### config.mk
export PLATFORM = sky130hd
export DESIGN_NAME = regpoll_spi_slave
export DESIGN_NICKNAME = d
export VERILOG_FILES = /design/src/rtl/regpoll_pkg.sv /design/src/rtl/rp_sync.sv /design/src/rtl/rp_rx.sv /design/src/rtl/rp_tx.sv /design/src/rtl/regpoll_spi_slave.sv
export SDC_FILE = /design/constraint.sdc
export NUM_CORES = 1
export LEC_CHECK = 0
export BUFFER_PORTS_ARGS = -buffer_cell sky130_fd_sc_hd__buf_4
export CELL_PAD_IN_SITES_DETAIL_PLACEMENT = 0
export CELL_PAD_IN_SITES_GLOBAL_PLACEMENT = 1
export CORE_ASPECT_RATIO = 1.4
export CORE_MARGIN = 10
export CORE_UTILIZATION = 51
export DETAILED_ROUTE_END_ITERATION = 12
export GPL_ROUTABILITY_DRIVEN = 0
export PLACE_DENSITY = 0.87
export SYNTH_ARGS = -nofsm -noshare
export SYNTH_HDL_FRONTEND = slang
export SYNTH_HIERARCHICAL = 1
export SYNTH_SLANG_ARGS = --single-unit
### constraint.sdc
create_clock -name clk -period 6.1 [get_ports clk]
set_input_delay 0 -clock clk [delete_from_list [all_inputs] [get_ports clk]]
set_output_delay 0 -clock clk [all_outputs]
set_load 0.02 [all_outputs]
### src/rtl/regpoll_pkg.sv
package regpoll_pkg;
  typedef logic [3:0] byte_idx_t;
  typedef logic [2:0] bit_idx_t;

  localparam int        VEC_BYTES   = 5;
  localparam int        DATA_BYTES  = 3;
  localparam int        VEC_W       = VEC_BYTES * 8;
  localparam int        DATA_W      = DATA_BYTES * 8;
  localparam byte_idx_t REG_IDX     = byte_idx_t'(VEC_BYTES);
  localparam byte_idx_t FILLER_IDX  = byte_idx_t'(VEC_BYTES + 1);
  localparam byte_idx_t DATA_IDX    = byte_idx_t'(VEC_BYTES + 2);
  localparam byte_idx_t FRAME_BYTES = byte_idx_t'(VEC_BYTES + 2 + DATA_BYTES);
  localparam logic [7:0] FILLER     = 8'hFF;
endpackage

### src/rtl/rp_sync.sv
module rp_sync #(
  parameter int           W       = 1,
  parameter int           STAGES  = 2,
  parameter logic [W-1:0] RST_VAL = '0
) (
  input  logic         clk,
  input  logic         rst_n,
  input  logic [W-1:0] din,
  output logic [W-1:0] dout
);
  logic [W-1:0] stg_q [STAGES];

  always_ff @(posedge clk or negedge rst_n) begin
    if (!rst_n) stg_q[0] <= RST_VAL;
    else        stg_q[0] <= din;
  end

  for (genvar g = 1; g < STAGES; g++) begin : g_stage
    always_ff @(posedge clk or negedge rst_n) begin
      if (!rst_n) stg_q[g] <= RST_VAL;
      else        stg_q[g] <= stg_q[g-1];
    end
  end

  assign dout = stg_q[STAGES-1];
endmodule

### src/rtl/rp_rx.sv
module rp_rx import regpoll_pkg::*; (
  input  logic             clk,
  input  logic             rst_n,
  input  logic             cs_act,
  input  logic             sck_rise,
  input  logic             mosi_s,
  output byte_idx_t        byte_cnt,
  output bit_idx_t         bit_cnt,
  output logic [VEC_W-1:0] vec_work,
  output logic             frame_vld,
  output logic [VEC_W-1:0] wvec,
  output logic [7:0]       regnum
);
  byte_idx_t        byte_q, byte_d;
  bit_idx_t         bit_q, bit_d;
  logic [7:0]       sh_q, sh_d, rx_byte;
  logic [VEC_W-1:0] work_q, work_d, wvec_q, wvec_d;
  logic [7:0]       reg_q, reg_d;
  logic             vld_q, vld_d;

  always_comb begin
    byte_d  = byte_q;
    bit_d   = bit_q;
    sh_d    = sh_q;
    work_d  = work_q;
    wvec_d  = wvec_q;
    reg_d   = reg_q;
    vld_d   = 1'b0;
    rx_byte = {sh_q[6:0], mosi_s};
    if (!cs_act) begin
      byte_d = '0;
      bit_d  = '0;
    end else if (sck_rise && (byte_q < FRAME_BYTES)) begin
      sh_d = rx_byte;
      if (bit_q == 3'd7) begin
        bit_d  = '0;
        byte_d = byte_q + 4'd1;
        for (int i = 0; i < VEC_BYTES; i++) begin
          if (byte_q == byte_idx_t'(i)) work_d[(VEC_BYTES-1-i)*8 +: 8] = rx_byte;
        end
        if (byte_q == REG_IDX) begin
          vld_d  = 1'b1;
          wvec_d = work_q;
          reg_d  = rx_byte;
        end
      end else begin
        bit_d = bit_q + 3'd1;
      end
    end
  end

  always_ff @(posedge clk or negedge rst_n) begin
    if (!rst_n) begin
      byte_q <= '0;
      bit_q  <= '0;
      sh_q   <= '0;
      work_q <= '0;
      wvec_q <= '0;
      reg_q  <= '0;
      vld_q  <= 1'b0;
    end else begin
      byte_q <= byte_d;
      bit_q  <= bit_d;
      sh_q   <= sh_d;
      work_q <= work_d;
      wvec_q <= wvec_d;
      reg_q  <= reg_d;
      vld_q  <= vld_d;
    end
  end

  assign byte_cnt  = byte_q;
  assign bit_cnt   = bit_q;
  assign vec_work  = work_q;
  assign frame_vld = vld_q;
  assign wvec      = wvec_q;
  assign regnum    = reg_q;

  assert_strobe_single_R7: assert property (@(posedge clk) disable iff (!rst_n)
    vld_q |=> !vld_q);
  assert_strobe_slot_R7: assert property (@(posedge clk) disable iff (!rst_n)
    vld_q |-> (byte_q == REG_IDX + 4'd1) && (bit_q == '0));
  assert_abort_clears_R8: assert property (@(posedge clk) disable iff (!rst_n)
    !cs_act |=> (byte_q == '0) && (bit_q == '0));
  assert_frame_bound_R1: assert property (@(posedge clk) disable iff (!rst_n)
    byte_q <= FRAME_BYTES);
endmodule

### src/rtl/rp_tx.sv
module rp_tx import regpoll_pkg::*; #(
  parameter logic [7:0] IDLE_BYTE = 8'h00
) (
  input  logic              clk,
  input  logic              rst_n,
  input  logic              cs_act,
  input  logic              cs_start,
  input  logic              sck_fall,
  input  byte_idx_t         byte_cnt,
  input  bit_idx_t          bit_cnt,
  input  logic [VEC_W-1:0]  vec_work,
  input  logic              rd_en,
  input  logic [DATA_W-1:0] rd_data,
  output logic              miso_bit
);
  logic [7:0]        tx_q, tx_d, sel;
  logic [DATA_W-1:0] data_q, data_d;
  logic              pend_q, pend_d;

  always_comb begin
    sel = FILLER;
    for (int i = 1; i <= VEC_BYTES; i++) begin
      if (byte_cnt == byte_idx_t'(i)) sel = vec_work[(VEC_BYTES-i)*8 +: 8];
    end
    for (int j = 0; j < DATA_BYTES; j++) begin
      if (byte_cnt == DATA_IDX + byte_idx_t'(j)) sel = data_q[(DATA_BYTES-1-j)*8 +: 8];
    end
  end

  always_comb begin
    tx_d   = tx_q;
    pend_d = rd_en;
    data_d = pend_q ? rd_data : data_q;
    if (cs_start) begin
      tx_d = IDLE_BYTE;
    end else if (cs_act && sck_fall) begin
      if ((bit_cnt == '0) && (byte_cnt != '0) && (byte_cnt < FRAME_BYTES)) tx_d = sel;
      else                                                              tx_d = {tx_q[6:0], 1'b1};
    end
  end

  always_ff @(posedge clk or negedge rst_n) begin
    if (!rst_n) begin
      tx_q   <= '1;
      data_q <= '0;
      pend_q <= 1'b0;
    end else begin
      tx_q   <= tx_d;
      data_q <= data_d;
      pend_q <= pend_d;
    end
  end

  assign miso_bit = tx_q[7];

  assert_filler_byte_R4: assert property (@(posedge clk) disable iff (!rst_n)
    (cs_act && !cs_start && sck_fall && (bit_cnt == '0) && (byte_cnt == FILLER_IDX)) |=> (tx_q == FILLER));
  assert_lookup_in_filler_R5: assert property (@(posedge clk) disable iff (!rst_n)
    pend_q |-> (byte_cnt == FILLER_IDX));
endmodule

### src/rtl/regpoll_spi_slave.sv
module regpoll_spi_slave import regpoll_pkg::*; #(
  parameter logic [7:0] IDLE_BYTE   = 8'h00,
  parameter int         SYNC_STAGES = 2
) (
  input  logic              clk,
  input  logic              rst_n,
  input  logic              spi_sck,
  input  logic              spi_csn,
  input  logic              spi_mosi,
  output logic              spi_miso,
  output logic              spi_miso_oe,
  output logic              frame_vld,
  output logic [VEC_W-1:0]  wvec,
  output logic [7:0]        regnum,
  output logic              rd_en,
  output logic [7:0]        rd_addr,
  input  logic [DATA_W-1:0] rd_data
);
  logic [2:0] pins_s;
  logic       csn_s, sck_s, mosi_s;
  logic       csn_q, sck_q;
  logic       cs_act, cs_start, sck_rise, sck_fall;
  byte_idx_t        byte_cnt;
  bit_idx_t         bit_cnt;
  logic [VEC_W-1:0] vec_work;
  logic             vld;
  logic [7:0]       reg_num;

  rp_sync #(.W(3), .STAGES(SYNC_STAGES), .RST_VAL(3'b100)) u_sync (
    .clk  (clk),
    .rst_n(rst_n),
    .din  ({spi_csn, spi_sck, spi_mosi}),
    .dout (pins_s)
  );
  assign {csn_s, sck_s, mosi_s} = pins_s;

  always_ff @(posedge clk or negedge rst_n) begin
    if (!rst_n) begin
      csn_q <= 1'b1;
      sck_q <= 1'b0;
    end else begin
      csn_q <= csn_s;
      sck_q <= sck_s;
    end
  end

  assign cs_act   = !csn_s;
  assign cs_start = !csn_s && csn_q;
  assign sck_rise = sck_s && !sck_q;
  assign sck_fall = !sck_s && sck_q;

  rp_rx u_rx (
    .clk      (clk),
    .rst_n    (rst_n),
    .cs_act   (cs_act),
    .sck_rise (sck_rise),
    .mosi_s   (mosi_s),
    .byte_cnt (byte_cnt),
    .bit_cnt  (bit_cnt),
    .vec_work (vec_work),
    .frame_vld(vld),
    .wvec     (wvec),
    .regnum   (reg_num)
  );

  rp_tx #(.IDLE_BYTE(IDLE_BYTE)) u_tx (
    .clk     (clk),
    .rst_n   (rst_n),
    .cs_act  (cs_act),
    .cs_start(cs_start),
    .sck_fall(sck_fall),
    .byte_cnt(byte_cnt),
    .bit_cnt (bit_cnt),
    .vec_work(vec_work),
    .rd_en   (vld),
    .rd_data (rd_data),
    .miso_bit(spi_miso)
  );

  assign spi_miso_oe = !spi_csn;
  assign frame_vld   = vld;
  assign rd_en       = vld;
  assign regnum      = reg_num;
  assign rd_addr     = reg_num;
endmodule

Word-level counts from Yosys, hierarchy flattened --
Cells that the tools add are included.
Cells by class: magnitude comparators 1, shift-type cells 0, multiplexer cells 21, bitwise operators 1, divide/modulo/power cells 0, reductions and logical operators 25, equal/unequal tests 9, multipliers 0, $add $sub $neg 2
Operators by type and width (number):
- 8-bit 2-to-1 mux | 11
- 4-bit AND reduction | 6
- 4-bit by 3-bit equality test with 1-bit output (second input constant) | 3
- 4-bit 2-to-1 mux | 3
- 3-bit 2-to-1 mux | 3
- 4-bit by 2-bit equality test with 1-bit output (second input constant) | 2
- 4-bit equality test (second input constant) | 2
- 1-bit logical AND | 7
- 2-bit nonzero test | 3
- 4-bit by 1-bit adder with 4-bit output (second input constant) | 1
- 4-bit by 1-bit equality test with 1-bit output (second input constant) | 1
- 1-bit zero test | 4
- 4-bit zero test | 1
- 4-bit < comparator (second input constant) | 1
- 1-bit 2-to-1 mux | 4
- 2-bit AND reduction | 2
- 4-bit nonzero test | 1
- 3-bit by 1-bit adder with 3-bit output (second input constant) | 1
- 3-bit equality test (second input constant) | 1
- 3-bit zero test | 1
- 1-bit NOT | 1
Storage, ports and cells: bits in latches 0, output and inout port bits 60, bits in read-only memories 0, memory bits (writable) 0, input bits 29, memories 0, bits in registers 144

Depth between registers and ports, before layout --
Gate-level depths: netlist (run 1).
depth after elaboration 12, mapped depth 8

Modules after synthesis --
The synthesis (run 1) kept the hierarchy.
Modules (own cells, without submodules):
- rp_rx | area each 4093.9 sq um, cells each 253, times used 1
- rp_tx | area each 2055.7 sq um, cells each 202, times used 1
- rp_sync | area each 175.2 sq um, cells each 9, times used 1
- regpoll_spi_slave | area each 147.6 sq um, cells each 16, times used 1

Worst setup path after synthesis (run 1) --
No wires, ideal clock.
path kind register to register, start reg u_rx.bit_q[0], in the netlist u_rx/bit_cnt[0], end reg u_rx.wvec_q[28], in the netlist u_rx/wvec[28], slack 4.154 ns, arrival 1.821 ns, setup time 0.125 ns, cell stages (with the launch flop) 8, data required time 5.975 ns, path buffers 2, cells stage by stage dfrtp_1 -> ha_1 -> ha_1 -> nand4b_4 -> nor2_2 -> buf_4 -> buf_6 -> mux2_2
Between the ends: cells in the longest elaborated chain, start to end 2
Ends and longest elaborated chain:
- start: declaration | line rp_rx.sv:15 | bit_idx_t bit_q, bit_d;
- start signal: assignment | line rp_rx.sv:63 | bit_q <= bit_d;
- 3-bit equality test | line rp_rx.sv:35 | if (bit_q == 3'd7) begin
- 4-bit AND reduction (no source line)
- end signal: assignment | line rp_rx.sv:66 | wvec_q <= wvec_d;
- end: declaration | line rp_rx.sv:17 | logic [VEC_W-1:0] work_q, work_d, wvec_q, wvec_d;
Every way passes these cells. A chain may end at the register's enable or synchronous reset.

Worst setup path after layout (run 1) --
start reg u_sync.stg_q (netlist bit u_sync/dout[1]), end reg u_rx.wvec_q[17], in the netlist u_rx/wvec[17]
Between the ends: cells in the longest elaborated chain, start to end 3
Ends and longest elaborated chain:
- start: declaration | line rp_sync.sv:11 | logic [W-1:0] stg_q [STAGES];
- start signal: indexed assignment | line rp_sync.sv:21 | else stg_q[g] <= stg_q[g-1];
- 1-bit logical AND | line regpoll_spi_slave.sv:49 | assign sck_rise = sck_s && !sck_q;
- via sck_rise | line regpoll_spi_slave.sv:22 | logic cs_act, cs_start, sck_rise, sck_fall;
- 1-bit logical AND | line rp_rx.sv:33 | end else if (sck_rise && (byte_q < FRAME_BYTES)) begin
- 4-bit AND reduction (no source line)
The timed path passes the listed nets, and every way through them passes these cells.

==> Flow_metrics.wiki, run 1 <==
{| class="wikitable"
! Metric !! Value
|-
| Pins Over Slew Limit || 0
|-
| Number of synthesized register bits || 144
|-
| Leading register cell type out of synthesis || dfrtp_1
|-
| Endpoint arrival time on the critical path || ~2900 ps
|-
| Worst endpoint required time || 6390 ps
|-
| Number of buffers added on ports || around 90
|-
| Net count reported at finish || 618
|-
| Worst min-delay path category || in2async
|-
| Worst IR Drop VDD || approximately 0.00018 V
|-
| Clk slew on worst S/H paths || roughly 60 ps
|-
| First-pass GRT wire length || 24900 um
|-
| Endpoint type of the worst setup path || register
|-
| Die Width || about 120 um
|-
| Routed length per placed instance || approximately 21 um
|-
| DIE HEIGHT || about 150 um
|-
| Pwr/cell area || around 270 nW/um2
|-
| Register area share after synthesis || roughly 56%
|-
| Cell Area, Synth || around 6500 um2
|-
| Maximum number of pins on one net before global-route repair || 89
|-
| Antenna violations before repair || 0
|-
| Cells after synthesis || 480
|-
| Relative max-transition margin || 28.3%
|-
| Tightest hold margin || 103 ps
|-
| DIE AREA || around 18000 um2
|-
| Syn-to-layout area delta || 23.4%
|-
| Share of synthesized registers carrying an async set or reset || 100%
|-
| Most instantiated library cell after synthesis || dfrtp_1
|-
| Router iterations before antenna repair || 4
|-
| # rows || between 40 and 50
|-
| Multi-input gate area || about 2600 um2
|-
| Maximum buffer depth of the clock tree || 2
|-
| Clock tree from TritonCTS || yes
|-
| Maximum capacitance violations || 0
|-
| Share of the core filled with cells || approximately 65%
|-
| Share of Yosys cell area claimed by the top area cell type || approximately 51%
|-
| Crit path max fanout || 39
|-
| Startpoint type of the worst setup path || register
|-
| Setup fix buffers added after clock tree synthesis || 0
|-
| Setup-failing EPs final || 0
|-
| Post-cts sizing count || 0
|-
| Top cell type by total area after synthesis || dfrtp_1
|-
| Static Leakage || 3.85 nW
|-
| Num ports || 89
|-
| Clock root buffer || clkbuf_16
|-
| Number of distinct library cells after synthesis || 54
|-
| Syn. warnings || 6
|-
| Number of nets with antenna violations after routing || 0
|-
| Achievable clock frequency || 378 MHz
|-
| Tot GR Track Use || ~18%
|-
| Half-perimeter wire length after placement || 10500 um
|-
| Top post-synthesis cells by area || dfrtp_1, mux2_2, dfstp_2
|-
| Detailed-route DRC error count || 0
|-
| Final Hold Viols || 0
|-
| Total overflow reported by the global router || 0
|-
| Unrepaired setup endpoints after global routing || no
|-
| Max Clock Skew || between 9 and 10 ps
|-
| Filler cell count in the final layout || around 910
|-
| Aggregate negative setup slack || 0 ps
|-
| Ratio of cells with drive above 1 in the final layout || 44.6%
|-
| Number of enable flip-flop cells after synthesis || 0
|-
| Number of global-route vias before repair || between 4000 and 5000
|-
| Mapped Nets || slightly above 500
|-
| Routed vias || about 4200
|-
| Num Clock Sinks || approximately 140
|-
| Final critical-path setup slack || ~3500 ps
|-
| Number of H-tree branching levels || 4
|-
| Final Power || between 2 and 2.5 mW
|-
| Setup slack after placement || about 3400 ps
|-
| Number of design-rule violations left by the first detailed-router iteration || 256
|-
| Total core area || 12400 um2
|-
| Initial core utilization || ~52%
|-
| Total wire length after detailed routing || roughly 15000 um
|-
| Sequential cell area || 3620 um2
|-
| Outcome || complete, no violations
|-
| Slew @ Worst Pin || between 1000 and 1500 ps
|-
| Min cycle time layout || around 2600 ps
|-
| Most common library cells after synthesis || dfrtp_1, mux2_2, nand2_1, mux2i_1, buf_4
|-
| Mean area per synthesized cell || roughly 13 um2
|-
| Category of the critical setup timing path || reg2reg
|-
| Total CTS buffers || 17
|-
| Clock latency on the worst-skew pair || just over 400 ps
|-
| Antenna diodes || 0
|-
| Number of hold-repair buffers added at the cts stage || 28
|-
| Fraction of the cycle the final worst path needs || between 40% and 50%
|-
| Vias per inst || around 5.7
|}
==> cells in the final DEF, fill, tap and decap left out, types with 3 or more instances in the layout <==
cell type        n
inv_1           11
nor2_1           9
clkbuf_16       17
a21oi_1         10
a211oi_1         6
clkbuf_8         3
nand4_1          4
nor3b_1          7
mux2_4           8
nor2b_1          8
nand3_1          4
nand2b_1         4
o21a_1           6
a22oi_1          4
nand2_1         21
buf_4           92
inv_6            3
dlygate4sd3_1   28
mux2_2         111
dfrtp_1        133
mux2i_1         15
dfstp_2         11
clkinv_4         3
o221ai_1         4
nor3b_4          3
o21ai_1          4
ha_1             6
a32oi_1          7
o21ai_0         10
a221oi_1         3
o211ai_1         3
==> final timing paths <==
check                           startpoint                end  slack [ps]  cells past startpoint
max                         u_sync/dout[1]      u_rx/wvec[17]        3450                      5
min                                  rst_n     u_rx/regnum[6]         100                      2
max reg2reg                 u_sync/dout[1]      u_rx/wvec[17]        3450                      5
min reg2reg                u_sync/stg_q[4]     u_sync/dout[1]         350                      0
max in group asynchronous            rst_n  u_rx/vec_work[13]        4500                      3
min in group clk                  spi_mosi    u_sync/stg_q[3]         240                      2
==> stage by stage <==
stage	instance area [um2]	cells
after floorplan	6470	480
after global placement	7130	686
after detailed placement	7130	686
after CTS	7990	746
after global routing	7990	746
final	7990	746
==> state kept, by name (all words and copies together) (netlist names) <==
name            count
u_sync/stg_q        3
sck_q               1
u_rx/byte_cnt       4
u_rx/wvec          40
u_rx/bit_cnt        3
csn_q               1
u_tx/pend_q         1
u_rx/vec_work      40
u_sync/dout         3
u_tx/tx_q           8
u_rx/sh_q           7
u_tx/data_q        24
u_rx/regnum         8
u_rx/frame_vld      1
==> cell families (layout without fill, tap and decap cells) <==
family / count (synthesis) / after routing / synth area share (%)
and+or+nand+nor: 78 / 78 / 7.64
buffers and inverters: 48 / 164 / 4.25
muxes: 134 / 134 / 23.5
adders and majority gates: 6 / 6 / 1.16
DFF: 144 / 144 / 55.9
AOI/OAI and AO/OA: 70 / 70 / 7.58
==> worst max-delay path, cell delays in order, from the launching register on <==
cell	delay (ps)
dfrtp_1	360
nor2b_1	560
nand4b_4	330
nor2_4	370
buf_4	480
mux2_2	390
==> power by group <==
part           internal [mW]  total [mW]  switching [mW]  leakage, nW
registers              0.983        1.04          0.0580         1.95
clock network          0.599       0.997           0.398        0.278
logic                 0.0462      0.0854          0.0393         1.63
total                   1.63        2.12           0.495         3.85
==> per-layer routing <==
layer  vias to the layer above  wire length [um]  part of all wire, %  GRT usage, %
li1                       1944                 -                    -             -
met1                      2192              6020                   39          20.3
met2                        92              8430                   55          31.0
met3                        21               569                  3.7          4.03
met4                         0               284                  1.9          6.86
met5                         -                 0                    0             0
==> final cells by class <==
| type | count | area share (%) |
|---|---|---|
| Clock inverter | 10 | 1.28 |
| Clock buffer | 22 | 5.93 |
| Sequential cell | 144 | 45.3 |
| Timing Repair Buffer | 121 | 12.3 |
| Multi-Input combinational cell | 288 | 32.4 |
| Tap cell | 150 | 2.35 |
| Inverter | 11 | 0.517 |
(Power assumes the default switching activity.)
==> run 2: changes to the inputs <==
--- a/config.mk
+++ b/config.mk
@@ -10,10 +10,10 @@
 export CELL_PAD_IN_SITES_GLOBAL_PLACEMENT = 1
 export CORE_ASPECT_RATIO = 1.4
 export CORE_MARGIN = 10
-export CORE_UTILIZATION = 51
+export CORE_UTILIZATION = 42
 export DETAILED_ROUTE_END_ITERATION = 12
 export GPL_ROUTABILITY_DRIVEN = 0
-export PLACE_DENSITY = 0.87
+export PLACE_DENSITY = 0.77
 export SYNTH_ARGS = -nofsm -noshare
 export SYNTH_HDL_FRONTEND = slang
 export SYNTH_HIERARCHICAL = 1
==> constraint.sdc (replaced) <==
create_clock -name clk -period 2.3 [get_ports clk]
set_input_delay 0 -clock clk [delete_from_list [all_inputs] [get_ports clk]]
set_output_delay 0 -clock clk [all_outputs]
set_load 0.02 [all_outputs]
==> Flow_metrics.wiki, run 2 (synthesized netlist as in run 1, its figures left out) <==
{| class="wikitable"
! Metric !! Value
|-
| Half-perimeter wire length after placement || 11600 um (+10%)
|-
| Antenna violations before repair || 0 (unchanged)
|-
| Number of buffers and inverters on the critical path || 2 (+1)
|-
| Total CTS buffers || 17 (unchanged)
|-
| Die Width || 125 um (+8.4%)
|-
| Worst min-delay path category || in2async
|-
| Maximum number of pins on one net before global-route repair || 71 (-20%)
|-
| Filler cell count in the final layout || 1253 (+37%)
|-
| Startpoint type of the worst setup path || register
|-
| Number of design-rule violations left by the first detailed-router iteration || 236 (-7.8%)
|-
| Met3 usage || 3.72% (-0.32 points)
|-
| Tot GR Track Use || 15.3% (-2.5 points)
|-
| Router iterations before antenna repair || 5 (+1)
|-
| First-pass GRT wire length || 25700 um (+3.2%)
|-
| Unrepaired setup endpoints after global routing || no
|-
| Maximum capacitance violations || 0 (unchanged)
|-
| DIE HEIGHT || 167 um (+8.9%)
|-
| Number of H-tree branching levels || 4 (unchanged)
|-
| Maximum buffer depth of the clock tree || 2 (unchanged)
|-
| Fraction of the cycle the final worst path needs || 96.3% (+53 points)
|-
| Endpoint type of the worst setup path || register
|-
| Num Clock Sinks || 144 (unchanged)
|-
| Pins Over Slew Limit || 0 (unchanged)
|-
| Initial core utilization || 43.0% (-9.3 points)
|-
| Share of the core filled with cells || 54.7% (-9.9 points)
|-
| Relative max-transition margin || 61.3% (+33 points)
|-
| Worst setup slack for register-to-register paths || 80 ps (-3370 ps)
|-
| Number of buffers added on ports || 88 (unchanged)
|-
| Net count reported at finish || 636 (+2.9%)
|-
| Achievable clock frequency || 451 MHz (+20%)
|-
| DIE AREA || 20800 um2 (+18%)
|-
| Static Leakage || 3.96 nW (+2.9%)
|-
| Placed instance area || 7330 um2 (+2.8%)
|-
| Clock latency on the worst-skew pair || 410 ps (about the same)
|-
| Total core area || 15100 um2 (+22%)
|-
| Launch instance of the worst register-to-register path || u_rx/bit_cnt[0]
|-
| Vias per inst || 5.27 (-7.5%)
|-
| Syn-to-layout area delta || 27.2%
|-
| Number of nets with antenna violations after routing || 0 (unchanged)
|-
| Endpoint arrival time on the critical path || 2500 ps (-440 ps)
|-
| Clock root buffer || clkbuf_16
|-
| Aggregate negative setup slack || 0 ps (unchanged)
|-
| Final Hold Viols || 0 (unchanged)
|-
| Most frequent cells in the layout || dfrtp_1, mux2_2, buf_4
|-
| Gr busiest metal || met2
|-
| Pwr/cell area || 701 nW/um2 (+160%)
|-
| # rows || 53 (+10%)
|-
| Clock tree from TritonCTS || yes
|-
| Category of the critical setup timing path || reg2reg
|-
| Antenna diodes || 0 (unchanged)
|-
| Setup-failing EPs final || 0 (unchanged)
|-
| Max Clock Skew || 9.59 ps (+0.427 ps)
|-
| Multi-input gate area || 2580 um2 (unchanged)
|-
| Total wire length after detailed routing || 15800 um (+3.5%)
|-
| Worst flop-to-flop path endpoint || u_rx/vec_work[11]
|-
| Number of global-route vias before repair || 4727 (+1.6%)
|-
| Worst IR Drop VDD || 0.000394 V (+120%)
|-
| Min cycle time layout || 2220 ps (-434 ps)
|-
| Ratio of cells with drive above 1 in the final layout || 46.1% (+1.5 points)
|-
| Area of all placed cells without fillers || 8230 um2 (+3.1%)
|-
| Most frequent standard cell in the layout excluding fill and tap cells || dfrtp_1
|-
| Num ports || 89 (unchanged)
|-
| Routed vias || 4247 (-0.047%)
|-
| Total overflow reported by the global router || 0 (unchanged)
|-
| Number of stages on the worst setup path || 7 (+2)
|-
| Cell Count Post-Placement || 744 (+8.5%)
|-
| Reg2Reg Depth || 7 (+2)
|-
| Slew @ Worst Pin || 581 ps (-494 ps)
|-
| Crit path max-delay family || adder cells
|-
| Worst endpoint required time || 2590 ps (-3800 ps)
|-
| Outcome || complete, no violations
|-
| Met1 usage || 16.5% (-3.8 points)
|-
| Highest-delay cell along the critical path || dfrtp_1
|-
| Sequential cell area || 3620 um2 (unchanged)
|-
| Fin cells || 806 (+8.0%)
|-
| Detailed-route DRC error count || 0 (unchanged)
|-
| Delay of the slowest cell on the worst path || 420 ps (-140 ps)
|-
| Routed length per placed instance || 19.7 um (-4.2%)
|-
| Tightest hold margin || 67.2 ps (-35.9 ps)
|-
| Critical path cell sequence || ha_1 -> ha_1 -> nand4b_4 -> buf_4 -> nor3b_4 -> buf_4 -> mux2_2
|-
| Crit path max fanout || 7 (-82%)
|-
| Clk slew on worst S/H paths || 60 ps (about the same)
|-
| GR Util met2 || 27.4% (-3.6 points)
|}
run 2: cell type report:
class                      count  area share [%]
tap                          192            2.92
timing repair buffer         139            14.0
inverter                      11           0.501
multi-input combinational    288            31.4
sequential                   144            43.9
clock inverter                12            1.93
clock buffer                  20            5.30
run 2: where the power goes:
part           internal [mW]  leakage [nW]  switching (mW)
clock network           1.71         0.285            1.06
registers               2.61          1.95           0.154
logic                  0.130          1.73           0.108
run 2: worst max-delay path by stage:
stage	start	end
after floorplan	u_rx/bit_cnt[0]	u_rx/wvec[28]
after global placement	u_rx/bit_cnt[0]	u_rx/vec_work[8]
after detailed placement	u_rx/bit_cnt[0]	u_rx/vec_work[15]
after CTS	u_rx/bit_cnt[0]	u_rx/vec_work[26]
after global routing	u_rx/bit_cnt[0]	u_rx/vec_work[15]
final	u_rx/bit_cnt[0]	u_rx/vec_work[11]
run 2: metal layers:
| layer | routed length (um) | part of all wire [%] |
|---|---|---|
| met1 | 6290 | 40 |
| met2 | 8670 | 55 |
| met3 | 565 | 3.6 |
| met4 | 317 | 2.0 |
| met5 | 0 | 0 |
run 2: stage by stage:
stage,setup slack (ps),total power [mW]
2_1_floorplan,354,2.81
3_3_place_gp,166,3.00
3_5_place_dp,55.7,3.01
4_1_cts,42.1,5.83
5_1_grt,26.5,5.97
6_report,84.7,5.78
run 2: repair_timing:
| item | CTS | global route |
|---|---|---|
| hold endpoints to repair | 160 | 0 |
| setup endpoints to repair | 0 | 15 |
| hold buffers | 28 | 0 |
| setup buffers | 0 | 2 |
| resized for setup | 0 | 0 |
